===== src/rtl/ditherPkg.sv =====
package ditherPkg;

  typedef enum logic [1:0] {
    MODE_FIXED = 2'd0,
    MODE_SEQ   = 2'd1,
    MODE_RAND  = 2'd2
  } ditherMode_e;

  typedef struct packed {
    logic        lfsrStep;
    ditherMode_e mode;
  } ditherStb_t;

endpackage


===== src/rtl/ditherCtrl.sv =====
module ditherCtrl
  import ditherPkg::*;
#(
  parameter int CNT_W = 6,
  parameter int SLOTS = 8,
  localparam int IDX_W = $clog2(SLOTS),
  localparam int STEP_BIT = CNT_W - IDX_W
) (
  input  logic             clk,
  input  logic             rst,
  input  logic             rollPulse,
  input  logic             seqEn,
  input  logic             rndEn,
  output ditherStb_t       stb,
  output logic [IDX_W-1:0] seqIdx
);

  logic [CNT_W-1:0] rollCnt;
  logic             stepBitQ;

  // Rollover counter and a delayed copy of its step bit
  always_ff @(posedge clk) begin
    if (rst) begin
      rollCnt  <= '0;
      stepBitQ <= 1'b0;
    end else begin
      if (rollPulse) rollCnt <= rollCnt + 1'b1;
      stepBitQ <= rollCnt[STEP_BIT];
    end
  end

  always_comb begin
    stb.lfsrStep = rollCnt[STEP_BIT] ^ stepBitQ;
    if (rndEn)      stb.mode = MODE_RAND;   // priority
    else if (seqEn) stb.mode = MODE_SEQ;
    else            stb.mode = MODE_FIXED;
  end

  assign seqIdx = rollCnt[CNT_W-1 -: IDX_W];

endmodule


===== src/rtl/ditherPath.sv =====
module ditherPath
  import ditherPkg::*;
#(
  parameter int TUNE_W = 4,
  parameter int SLOTS  = 8,
  parameter int LFSR_W = 15,
  parameter int TAP_HI = 15,
  parameter int TAP_LO = 14,
  parameter logic [LFSR_W-1:0] LFSR_SEED = 15'h0001,
  localparam int IDX_W = $clog2(SLOTS)
) (
  input  logic                        clk,
  input  logic                        rst,
  input  ditherStb_t                  stb,
  input  logic [IDX_W-1:0]            seqIdx,
  input  logic [TUNE_W-1:0]           baseTune,
  input  logic [(SLOTS-1)*TUNE_W-1:0] seqTunes,
  output logic [TUNE_W-1:0]           trimOut
);

  logic [LFSR_W-1:0] lfsrQ;
  logic              feedBit;
  logic [TUNE_W-1:0] slotVal [SLOTS];

  assign feedBit = lfsrQ[TAP_HI-1] ^ lfsrQ[TAP_LO-1];

  always_ff @(posedge clk) begin
    if (rst)               lfsrQ <= LFSR_SEED;
    else if (stb.lfsrStep) lfsrQ <= {lfsrQ[LFSR_W-2:0], feedBit};
  end

  assign slotVal[0] = baseTune;
  for (genvar k = 1; k < SLOTS; k++) begin : gSlot
    assign slotVal[k] = seqTunes[(k-1)*TUNE_W +: TUNE_W];
  end

  always_ff @(posedge clk) begin
    if (rst) begin
      trimOut <= '0;
    end else begin
      case (stb.mode)
        MODE_RAND: trimOut <= lfsrQ[TUNE_W-1:0];
        MODE_SEQ:  trimOut <= slotVal[seqIdx];
        default:   trimOut <= baseTune;
      endcase
    end
  end

endmodule


===== src/rtl/ditherTuneGen.sv =====
module ditherTuneGen
  import ditherPkg::*;
#(
  parameter int TUNE_W = 4,
  parameter int CNT_W  = 6,
  parameter int SLOTS  = 8,
  parameter int LFSR_W = 15,
  parameter int TAP_HI = 15,
  parameter int TAP_LO = 14,
  parameter logic [LFSR_W-1:0] LFSR_SEED = 15'h0001,
  localparam int IDX_W = $clog2(SLOTS)
) (
  input  logic                        clk,
  input  logic                        rst,
  input  logic                        rollPulse,
  input  logic                        seqEn,
  input  logic                        rndEn,
  input  logic [TUNE_W-1:0]           baseTune,
  input  logic [(SLOTS-1)*TUNE_W-1:0] seqTunes,
  output logic [TUNE_W-1:0]           trimOut
);

  ditherStb_t       stb;
  logic [IDX_W-1:0] seqIdx;

  ditherCtrl #(.CNT_W(CNT_W), .SLOTS(SLOTS)) ctrl_i (
    .clk(clk), .rst(rst), .rollPulse(rollPulse),
    .seqEn(seqEn), .rndEn(rndEn), .stb(stb), .seqIdx(seqIdx)
  );

  ditherPath #(
    .TUNE_W(TUNE_W), .SLOTS(SLOTS), .LFSR_W(LFSR_W),
    .TAP_HI(TAP_HI), .TAP_LO(TAP_LO), .LFSR_SEED(LFSR_SEED)
  ) path_i (
    .clk(clk), .rst(rst), .stb(stb), .seqIdx(seqIdx),
    .baseTune(baseTune), .seqTunes(seqTunes), .trimOut(trimOut)
  );

endmodule


===== config.mk =====
export PLATFORM = sky130hd
export DESIGN_NAME = ditherTuneGen
export DESIGN_NICKNAME = d
export VERILOG_FILES = /design/src/rtl/ditherPkg.sv /design/src/rtl/ditherCtrl.sv /design/src/rtl/ditherPath.sv /design/src/rtl/ditherTuneGen.sv
export SDC_FILE = /design/constraint.sdc
export NUM_CORES = 1
export LEC_CHECK = 0
export BUFFER_PORTS_ARGS = -buffer_cell sky130_fd_sc_hd__buf_4
export CAP_MARGIN = 20
export CORE_ASPECT_RATIO = 1.1
export CORE_MARGIN = 4
export CORE_UTILIZATION = 54
export DETAILED_ROUTE_END_ITERATION = 8
export MAX_ROUTING_LAYER = met4
export PLACE_DENSITY = 0.83
export SLEW_MARGIN = 40
export SYNTH_ARGS = -nofsm -noshare
export SYNTH_HDL_FRONTEND = slang
export SYNTH_SLANG_ARGS = --single-unit
export TNS_END_PERCENT = 1

===== constraint.sdc =====
create_clock -name clk -period 2.2 [get_ports clk]
set_input_delay 0.11 -clock clk [delete_from_list [all_inputs] [get_ports clk]]
set_output_delay 0.11 -clock clk [all_outputs]
set_load 0.01 [all_outputs]

# Word level (Yosys, flattened, before mapping)
# Index checks and enable logic that the tools add are counted.
dict set report word_totals {
  register_bits 26
  wordCells 17
}
dict set report op_classes {
  magnitude_cmp 1
  n_addsub 1
  muxes 6
  bitwise_logic 3
  eq_ne 2
}
# cell count
set ops {}
lappend ops {{binary-select mux 4 bit (select 3 bit)} 1}
lappend ops {{2-to-1 mux 4 bit} 2}
lappend ops {{case mux 4 bit (2 select lines)} 1}
lappend ops {{adder 6 x 1 -> 6 bit, second input constant} 1}
lappend ops {{>= comparator 4 bit, second input constant} 1}
lappend ops {{inverter 3 -> 4 bit} 1}
lappend ops {{== test 2 x 1 -> 1 bit, second input constant} 1}
lappend ops {{== test 2 bit, second input constant} 1}
lappend ops {{2-to-1 mux 2 bit} 1}
lappend ops {{bitwise XOR 1 bit} 2}
lappend ops {{2-to-1 mux 1 bit} 1}

# Depth between registers and ports, before layout
# Gate-level depths: netlist of run 1.
dict set report logic_depth {
  ltp_word 5
  mapped_depth 5
  ltp_nobuf 4
}

# Cells and area by module
# A second synthesis of run 1 with hierarchy kept.
dict set report hier_totals {
  cells_unflattened 142
  hier_area_um2 1361.3
}
# mod area_per_inst_um2 n_inst cells_each seq_area_each_um2
set by_module_without_submodules {}
lappend by_module_without_submodules {ditherPath 1051.0 1 110 380.4}
lappend by_module_without_submodules {ditherCtrl 310.3 1 32 140.1}

# Worst setup path before layout of run 1
# OpenSTA, ideal clock, no wires.
dict set report synth_path {
  kind {register to register}
  from {register ctrl_i.rollCnt[3]}
  to {register path_i.trimOut[0]}
  setup_slack_ps 1005
  arrival_ps 1079
  period_less_slack_ps 1195
  path_stages_with_launch 6
  required_ps 2084
  path_cell_list {dfxtp_1 buf_6 buf_12 mux2i_1 a22oi_1 a41o_1}
}
dict set report synth_between {
  elab_chain_cells 5
}
# item line
set synth_lines {}
lappend synth_lines {{from (decl)} ditherCtrl.sv:18} ;# logic [CNT_W-1:0] rollCnt;
lappend synth_lines {{from (signal assigned)} ditherCtrl.sv:27} ;# if (rollPulse) rollCnt <= rollCnt + 1'b1;
lappend synth_lines {{inverter 3 -> 4 bit (not written as such)} ditherPath.sv:43} ;# MODE_SEQ: trimOut <= slotVal[seqIdx];
lappend synth_lines {{binary-select mux 4 bit (select 3 bit)} ditherPath.sv:43}
lappend synth_lines {{2-to-1 mux 4 bit (not written as such) (2 in series)} ditherPath.sv:43}
lappend synth_lines {{case mux 4 bit (2 select lines)} ditherPath.sv:41} ;# case (stb.mode)
lappend synth_lines {{to (signal assigned)} ditherPath.sv:42} ;# MODE_RAND: trimOut <= lfsrQ[TUNE_W-1:0];
lappend synth_lines {{to (signal assigned)} ditherPath.sv:43}
lappend synth_lines {{to (signal assigned)} ditherPath.sv:44} ;# default: trimOut <= baseTune;
lappend synth_lines {{to (decl)} ditherPath.sv:18} ;# output logic [TUNE_W-1:0] trimOut
# Every way passes these cells. The select of a mux whose other input is x is not followed.
# A chain may end at the register's enable or synchronous reset.

# Worst setup path in the final report of run 1
dict set report layout_path {
  from {register ctrl_i.rollCnt[3]}
  to {register path_i.trimOut[3]}
}
# Same word-level chain as after synthesis.

==> results.cfg, run 1 <==
[outcome]
status = complete, no violations

[floorplanning]
fp.dieArea_um2 = 3460
start_util = 0.559
die_width_um = 56.5
die_h_um = 61.3
core_area_um2 = 2500
rows = 19
io_pins = 41

[sta]
finalCritPeriodShare = 0.717
fmax_mhz = 634
slew_viol_final = 0
grt_setup_unrepaired = false
relSlewSlack = 0.566
skew_ns = 0.00113
finalSetupViolCount = 0
whs_ns = 0.0763
final_hold_viol_count = 0
tns_ns = 0
final.min_clock_period_ns = 1.58
worst_pin_slew_ns = 0.647

[layout]
fin_area_um2 = 1690
area_growth_pct = 21.3
fin_nets = 225
multi_input_area_um2 = 778
num-fill-cells = 194
final_util = 0.679
layout_commonest_cell = buf_4
antenna_cells = 0
drive_above_1_share = 0.328
layout_common_cells = buf_4 (40), nand2_1 (35), dfxtp_1 (26), mux2i_1 (17), a21oi_2 (10)
register_area_um2 = 520

[setup_path]
cp-start-kind = flop
cp_data_arrival_time_ns = 1.81
worstPathRequired_ns = 2.43
crit_type = reg2reg
timing.rr.start = ctrl_i.rollCnt[3]
r2r_end = path_i.trimOut[3]
critPathMaxFanout = 16
ff2ff_setup_slack_ns = 0.62
r2r_cells = 4
endpoint_kind = flop

[yosys]
synth_area_um2 = 1400
syn_inst = 152
syn_nets = 190
synth-seq-cells = 26
synth-warning-count = 0
ys_seq_area_frac = 0.373
avgSynthCellArea_um2 = 9.19
ys_types = 31

[power]
p_total_uw = 826
peakVddDrop_uv = 525
power_density_nw_per_um2 = 488
p_leak_nw = 0.676

[clock_tree]
cts_root_buf = clkbuf_4
cts_htree_levels = 1
cts.sinks = 26
hold_buffers = 0
clk_pin_slew_ns = 0.13
cts_made_buffers = 3
cts_tree = built
cts_setup_buffers = 0
clk_path_buf_depth = 2
ctsResizeCount = 0
insertion_delay_ns = 0.32

[grt]
antenna_found_initial = 0
grt_max_degree = 28
grt_first_pass_wirelength_um = 4810
first_global_vias = 1147
track_usage = 0.179
grt-ovfl-total = 0

[detailed_routing]
routedWlPerCell_um = 12.9
vias_per_cell = 5.27
first_pass_iters = 4
wirelength_um = 2810
ant_nets = 0
drt_iter0_markers = 28
drc_errors = 0
vias = 1143

[placed_design]
portBuffers = 40
place_congestion = 0.911
placed_cell_area_um2 = 1660
dpl.hpwl_um = 2120

[hold_path]
hold_class = in2reg
hp-start = rollPulse
hold_depth = 3
min_to = ctrl_i.rollCnt[0]

[run]
maxCapViolations = 0
-- cells by family (layout without fill, tap and decap cells) --
group           count (synthesis)  count (layout)  synth area share
buf+inv                        11              45            0.0699
simple gates                   61              61             0.210
mux                            17              17             0.122
fa+ha+maj                       1               1           0.00896
xor+xnor                        7               7            0.0627
flops                          26              26             0.373
compound gates                 29              29             0.154
-- layer usage --
layer	vias to the layer above	GRT usage	wire length, um
met3	6	0.0608	271
met1	507	0.190	1210
met2	44	0.302	1270
met4	0	0.0915	57
met5	-	-	0
li1	586	-	-
-- area by class of cell --
class / instances / area share
Clock buffer: 4 / 0.0214
Multi-Input combinational cell: 115 / 0.459
Timing Repair Buffer: 41 / 0.189
Sequential cell: 26 / 0.307
Tap cell: 31 / 0.0229
-- synth_stat cells, drive strengths merged --
cell type	count	area, um2
nand2	38	155
dfxtp	26	521
a21oi	19	133
mux2i	17	170
buf	10	93.8
nor2	8	30.0
xor2	5	62.6
a22oi	4	30.0
a41o	4	40.0
nand3	4	20.0
or3b	4	35.0
nand4	2	18.8
nor2b	2	12.5
xnor2	2	25.0
and2b	1	7.51
clkbuf	1	3.75
ha	1	12.5
nor3b	1	7.51
o21ai	1	5.00
o21bai	1	7.51
or3	1	6.26
-- state kept, by name, summed over array words and instances, names as in the netlist --
register         count
path_i.lfsrQ        15
ctrl_i.stepBitQ      1
ctrl_i.rollCnt       6
path_i.trimOut       4
-- worst max-delay path: stages, from the launching register on --
cell     delay, ns
dfxtp_1       0.70
buf_12        0.24
mux2i_1       0.20
a22oi_1       0.10
a41o_1        0.24
-- power breakdown --
| group | switching, mW | internal [mW] | leakage (nW) |
|---|---|---|---|
| Sequential | 0.00546 | 0.479 | 0.211 |
| Combinational | 0.0383 | 0.0646 | 0.445 |
| Clock | 0.137 | 0.101 | 0.0210 |
| Total | 0.181 | 0.645 | 0.676 |
-- worst max path at each step --
stage	slack (ns)	start	cells past startpoint	to
after floorplan	1.00	ctrl_i.rollCnt[3]	5	path_i.trimOut[0]
after global placement	0.66	ctrl_i.rollCnt[3]	4	path_i.trimOut[3]
after detailed placement	0.63	ctrl_i.rollCnt[3]	4	path_i.trimOut[3]
after CTS	0.61	ctrl_i.rollCnt[3]	4	path_i.trimOut[3]
after global routing	0.51	ctrl_i.rollCnt[3]	4	path_i.trimOut[1]
final	0.62	ctrl_i.rollCnt[3]	4	path_i.trimOut[3]
-- per-stage QoR --
stage	setup WS, ns	cells
after global routing	0.509	217
after detailed placement	0.628	213
after CTS	0.605	217
after floorplan	1.00	152
final	0.622	217
after global placement	0.665	213
Note: power is estimated with default switching activity, not from simulation.
==> run 2, diff against run 1 <==
CORE_UTILIZATION = 51   (was 54)
PLACE_DENSITY = 0.79   (was 0.83)
clock period = 1.61 ns   (was 2.2 ns; I/O delays follow)
==> results.cfg, run 2 (synthesized netlist as in run 1, its figures left out) <==
[sta]
final_hold_viol_count = 0
relSlewSlack = 0.589
worst_pin_slew_ns = 0.613
slew_viol_final = 0
skew_ns = 0.00638
setup_slack_ns = 0.170
finalCritPeriodShare = 0.894
final.min_clock_period_ns = 1.44
finalSetupViolCount = 0
tns_ns = 0
grt_setup_unrepaired = false
fmax_mhz = 694

[detailed_routing]
routedWlPerCell_um = 12.5
routed.top_layer = met4
route.met2.wl_um = 1360
wl_met3_um = 244
drt_iter0_markers = 21
first_pass_iters = 4
m1WireLength_um = 1090
ant_nets = 0
vias = 1155
vias_per_cell = 5.32
wirelength_um = 2710
drc_errors = 0

[hold_path]
hold_class = in2reg

[power]
p_total_mw = 1.06
power_density_nw_per_um2 = 631
p_leak_nw = 0.672
peakVddDrop_uv = 727

[clock_tree]
clk_pin_slew_ns = 0.13
cts_setup_buffers = 0
cts_made_buffers = 3
hold_buffers = 0
clk_path_buf_depth = 2
insertion_delay_ns = 0.31
cts.sinks = 26
cts_root_buf = clkbuf_4
cts_tree = built
cts_htree_levels = 1
ctsResizeCount = 0

[layout]
reg.largest.list = path_i.lfsrQ (15), ctrl_i.rollCnt (6), path_i.trimOut (4)
layout_commonest_cell = buf_4
area_growth_pct = 20.0
antenna_cells = 0
num-fill-cells = 220
multi_input_area_um2 = 778
fin_nets = 226
drive_above_1_share = 0.328
largest_register_ffs = 15
max_flop_register = path_i.lfsrQ
register_area_um2 = 520
layout_common_cells = buf_4 (42), nand2_1 (35), dfxtp_1 (26), mux2i_1 (17), a21oi_2 (10)
final_util = 0.653

[grt]
first_global_vias = 1058
track_usage = 0.153
grt-ovfl-total = 0
grt_first_pass_wirelength_um = 4350
antenna_found_initial = 0
grt_max_degree = 28

[setup_path]
critPathMaxFanout = 15
cp_data_arrival_time_ns = 1.69
cp-start-kind = flop
ff2ff_setup_slack_ns = 0.17
worstPathRequired_ns = 1.86
crit_type = reg2reg
endpoint_kind = flop

[placed_design]
dpl.hpwl_um = 2130
place_congestion = 0.834
portBuffers = 40
dp_slack_ns = 0.191

[floorplanning]
die_h_um = 62.9
core_area_um2 = 2570
rows = 19
start_util = 0.544
fp.dieArea_um2 = 3640
die_width_um = 57.9
io_pins = 41

[outcome]
status = complete, no violations

[run]
maxCapViolations = 0
-- run 2: per-stage QoR --
stage / cell area, um2 / hold WS, ns / std cells
2_1_floorplan: 1400 / 0.228 / 152
3_5_place_dp: 1650 / 0.385 / 214
3_3_place_gp: 1650 / 0.379 / 214
4_1_cts: 1680 / 0.0493 / 217
5_1_grt: 1680 / 0.0563 / 217
6_report: 1680 / 0.0549 / 217
-- run 2: path summary, 6_finish.rpt --
check	from	to	depth (start not counted)
setup / recovery	ctrl_i.rollCnt[3]	path_i.lfsrQ[1]	4
hold / removal	rollPulse	ctrl_i.rollCnt[1]	3
hold reg to reg	path_i.lfsrQ[11]	path_i.lfsrQ[11]	2
setup reg to reg	ctrl_i.rollCnt[3]	path_i.lfsrQ[1]	4
-- run 2: worst max-delay path, cell delays in order (launching register included) --
cell,delay (ns)
dfxtp_1,0.34
buf_4,0.20
xnor2_2,0.53
nand2_1,0.15
a21oi_2,0.15
-- run 2: final cells by class --
| type | count | area share |
|---|---|---|
| Multi-Input combinational cell | 115 | 0.465 |
| Tap cell | 31 | 0.0232 |
| Timing Repair Buffer | 42 | 0.188 |
| Sequential cell | 26 | 0.311 |
| Clock buffer | 3 | 0.0134 |
-- run 2: power breakdown --
part / internal (mW) / switching, mW / leakage [nW] / total (mW)
Sequential: 0.654 / 0.00689 / 0.211 / 0.661
Combinational: 0.0882 / 0.0517 / 0.448 / 0.140
Clock: 0.0873 / 0.169 / 0.0138 / 0.256
Total: 0.830 / 0.228 / 0.672 / 1.06
-- run 2: metal layers --
layer  global-route usage  vias up
met5                    -        -
met4               0.0609        0
met3               0.0475        2
met2                0.266       38
met1                0.158      527
li1                     -      588
==> run 3, diff against run 2 <==
CORE_UTILIZATION = 25   (was 51)
PLACE_DENSITY = not set   (was 0.79)
==> results.cfg, run 3 (synthesized netlist as in run 1, its figures left out) <==
[outcome]
status = complete, no violations

[detailed_routing]
vias = 1139
first_pass_iters = 4
drc_errors = 0
ant_nets = 0
wirelength_um = 2950
vias_per_cell = 4.35
routedWlPerCell_um = 11.3
drt_iter0_markers = 43

[grt]
first_global_vias = 1102
grt_first_pass_wirelength_um = 4910
antenna_found_initial = 0
grt_max_degree = 28
track_usage = 0.0907
grt-ovfl-total = 0

[sta]
relSlewSlack = 0.550
skew_ns = 0.00228
tns_ns = 0
slew_viol_final = 0
worst_pin_slew_ns = 0.672
setup_slack_ns = 0.183
finalCritPeriodShare = 0.887
final.min_clock_period_ns = 1.43
grt_setup_unrepaired = false
fmax_mhz = 701
finalSetupViolCount = 0
final_hold_viol_count = 0

[hold_path]
min_to = ctrl_i.rollCnt[0]
hp-start = rollPulse
hold_depth = 3
hold_class = in2reg

[layout]
largest_register_ffs = 15
drive_above_1_share = 0.332
antenna_cells = 0
max_flop_register = path_i.lfsrQ
reg.largest.list = path_i.lfsrQ (15), ctrl_i.rollCnt (6), path_i.trimOut (4)
final_cells = 262
fin_nets = 226
area_growth_pct = 27.2
layout_commonest_cell = buf_4
layout_common_cells = buf_4 (41), nand2_1 (35), dfxtp_1 (26), mux2i_1 (17), a21oi_2 (10)
fin_area_um2 = 1780

[clock_tree]
cts_made_buffers = 3
cts_htree_levels = 1
clk_path_buf_depth = 2
clk_pin_slew_ns = 0.09
cts_tree = built
cts_root_buf = clkbuf_8
hold_buffers = 0
cts.sinks = 26
ctsResizeCount = 0
cts_setup_buffers = 0
insertion_delay_ns = 0.26

[power]
peakVddDrop_uv = 294
p_leak_nw = 0.690
power_density_nw_per_um2 = 687

[setup_path]
crit_type = reg2reg
endpoint_kind = flop
critPathMaxFanout = 15
timing.rr.start = ctrl_i.rollCnt[3]
r2r_end = path_i.lfsrQ[7]
ff2ff_setup_slack_ns = 0.18
r2r_cells = 4
cp-start-kind = flop
worstPathRequired_ns = 1.82
cp_data_arrival_time_ns = 1.63

[placed_design]
place_inst = 258
dpl.hpwl_um = 2290
portBuffers = 40
dp_slack_ns = 0.204
placed_cell_area_um2 = 1720
place_congestion = 0.764

[floorplanning]
die_h_um = 86.4
die_width_um = 79.3
core_area_um2 = 5400
fp.dieArea_um2 = 6850
rows = 28
start_util = 0.259
io_pins = 41

[run]
maxCapViolations = 0
## run 3: how the worst max path moves through the flow
stage / start / depth (start not counted) / slack [ns] / end
detailed placement: ctrl_i.rollCnt[3] / 4 / 0.20 / path_i.lfsrQ[2]
floorplan: ctrl_i.rollCnt[3] / 5 / 0.41 / path_i.trimOut[0]
finish: ctrl_i.rollCnt[3] / 4 / 0.18 / path_i.lfsrQ[7]
CTS: ctrl_i.rollCnt[3] / 4 / 0.17 / path_i.lfsrQ[7]
global route: ctrl_i.rollCnt[3] / 4 / 0.02 / path_i.lfsrQ[2]
global placement: ctrl_i.rollCnt[3] / 4 / 0.19 / path_i.lfsrQ[1]
## run 3: cell type report
cell class                 count  area, um2
clock buffer                   4       55.1
fill                         575       3620
multi-input combinational    115        778
sequential                    26        520
tap                           75       93.8
timing repair buffer          42        328
## run 3: worst max-delay path: stages (launching register included)
cell	delay, ns
dfxtp_1	0.36
buf_12	0.17
xnor2_2	0.56
nand2_1	0.15
a21oi_2	0.14
## run 3: stage by stage
step                utilization  power [mW]  hold slack [ns]
floorplan                     -       0.731            0.228
global placement          0.319       0.819            0.384
detailed placement        0.319       0.820            0.389
CTS                       0.329        1.24            0.112
global route              0.329        1.28            0.146
finish                    0.329        1.22            0.112
## run 3: routing by layer
layer	wire length, um	global-route usage	share of wire
met5	0	-	0
met4	31	0.0281	0.011
met3	222	0.0239	0.075
met2	1400	0.158	0.47
met1	1300	0.101	0.44
## run 3: where the power goes
group | internal (mW) | switching [mW]
Clock | 0.218 | 0.199
Combinational | 0.0884 | 0.0535
Sequential | 0.654 | 0.00697
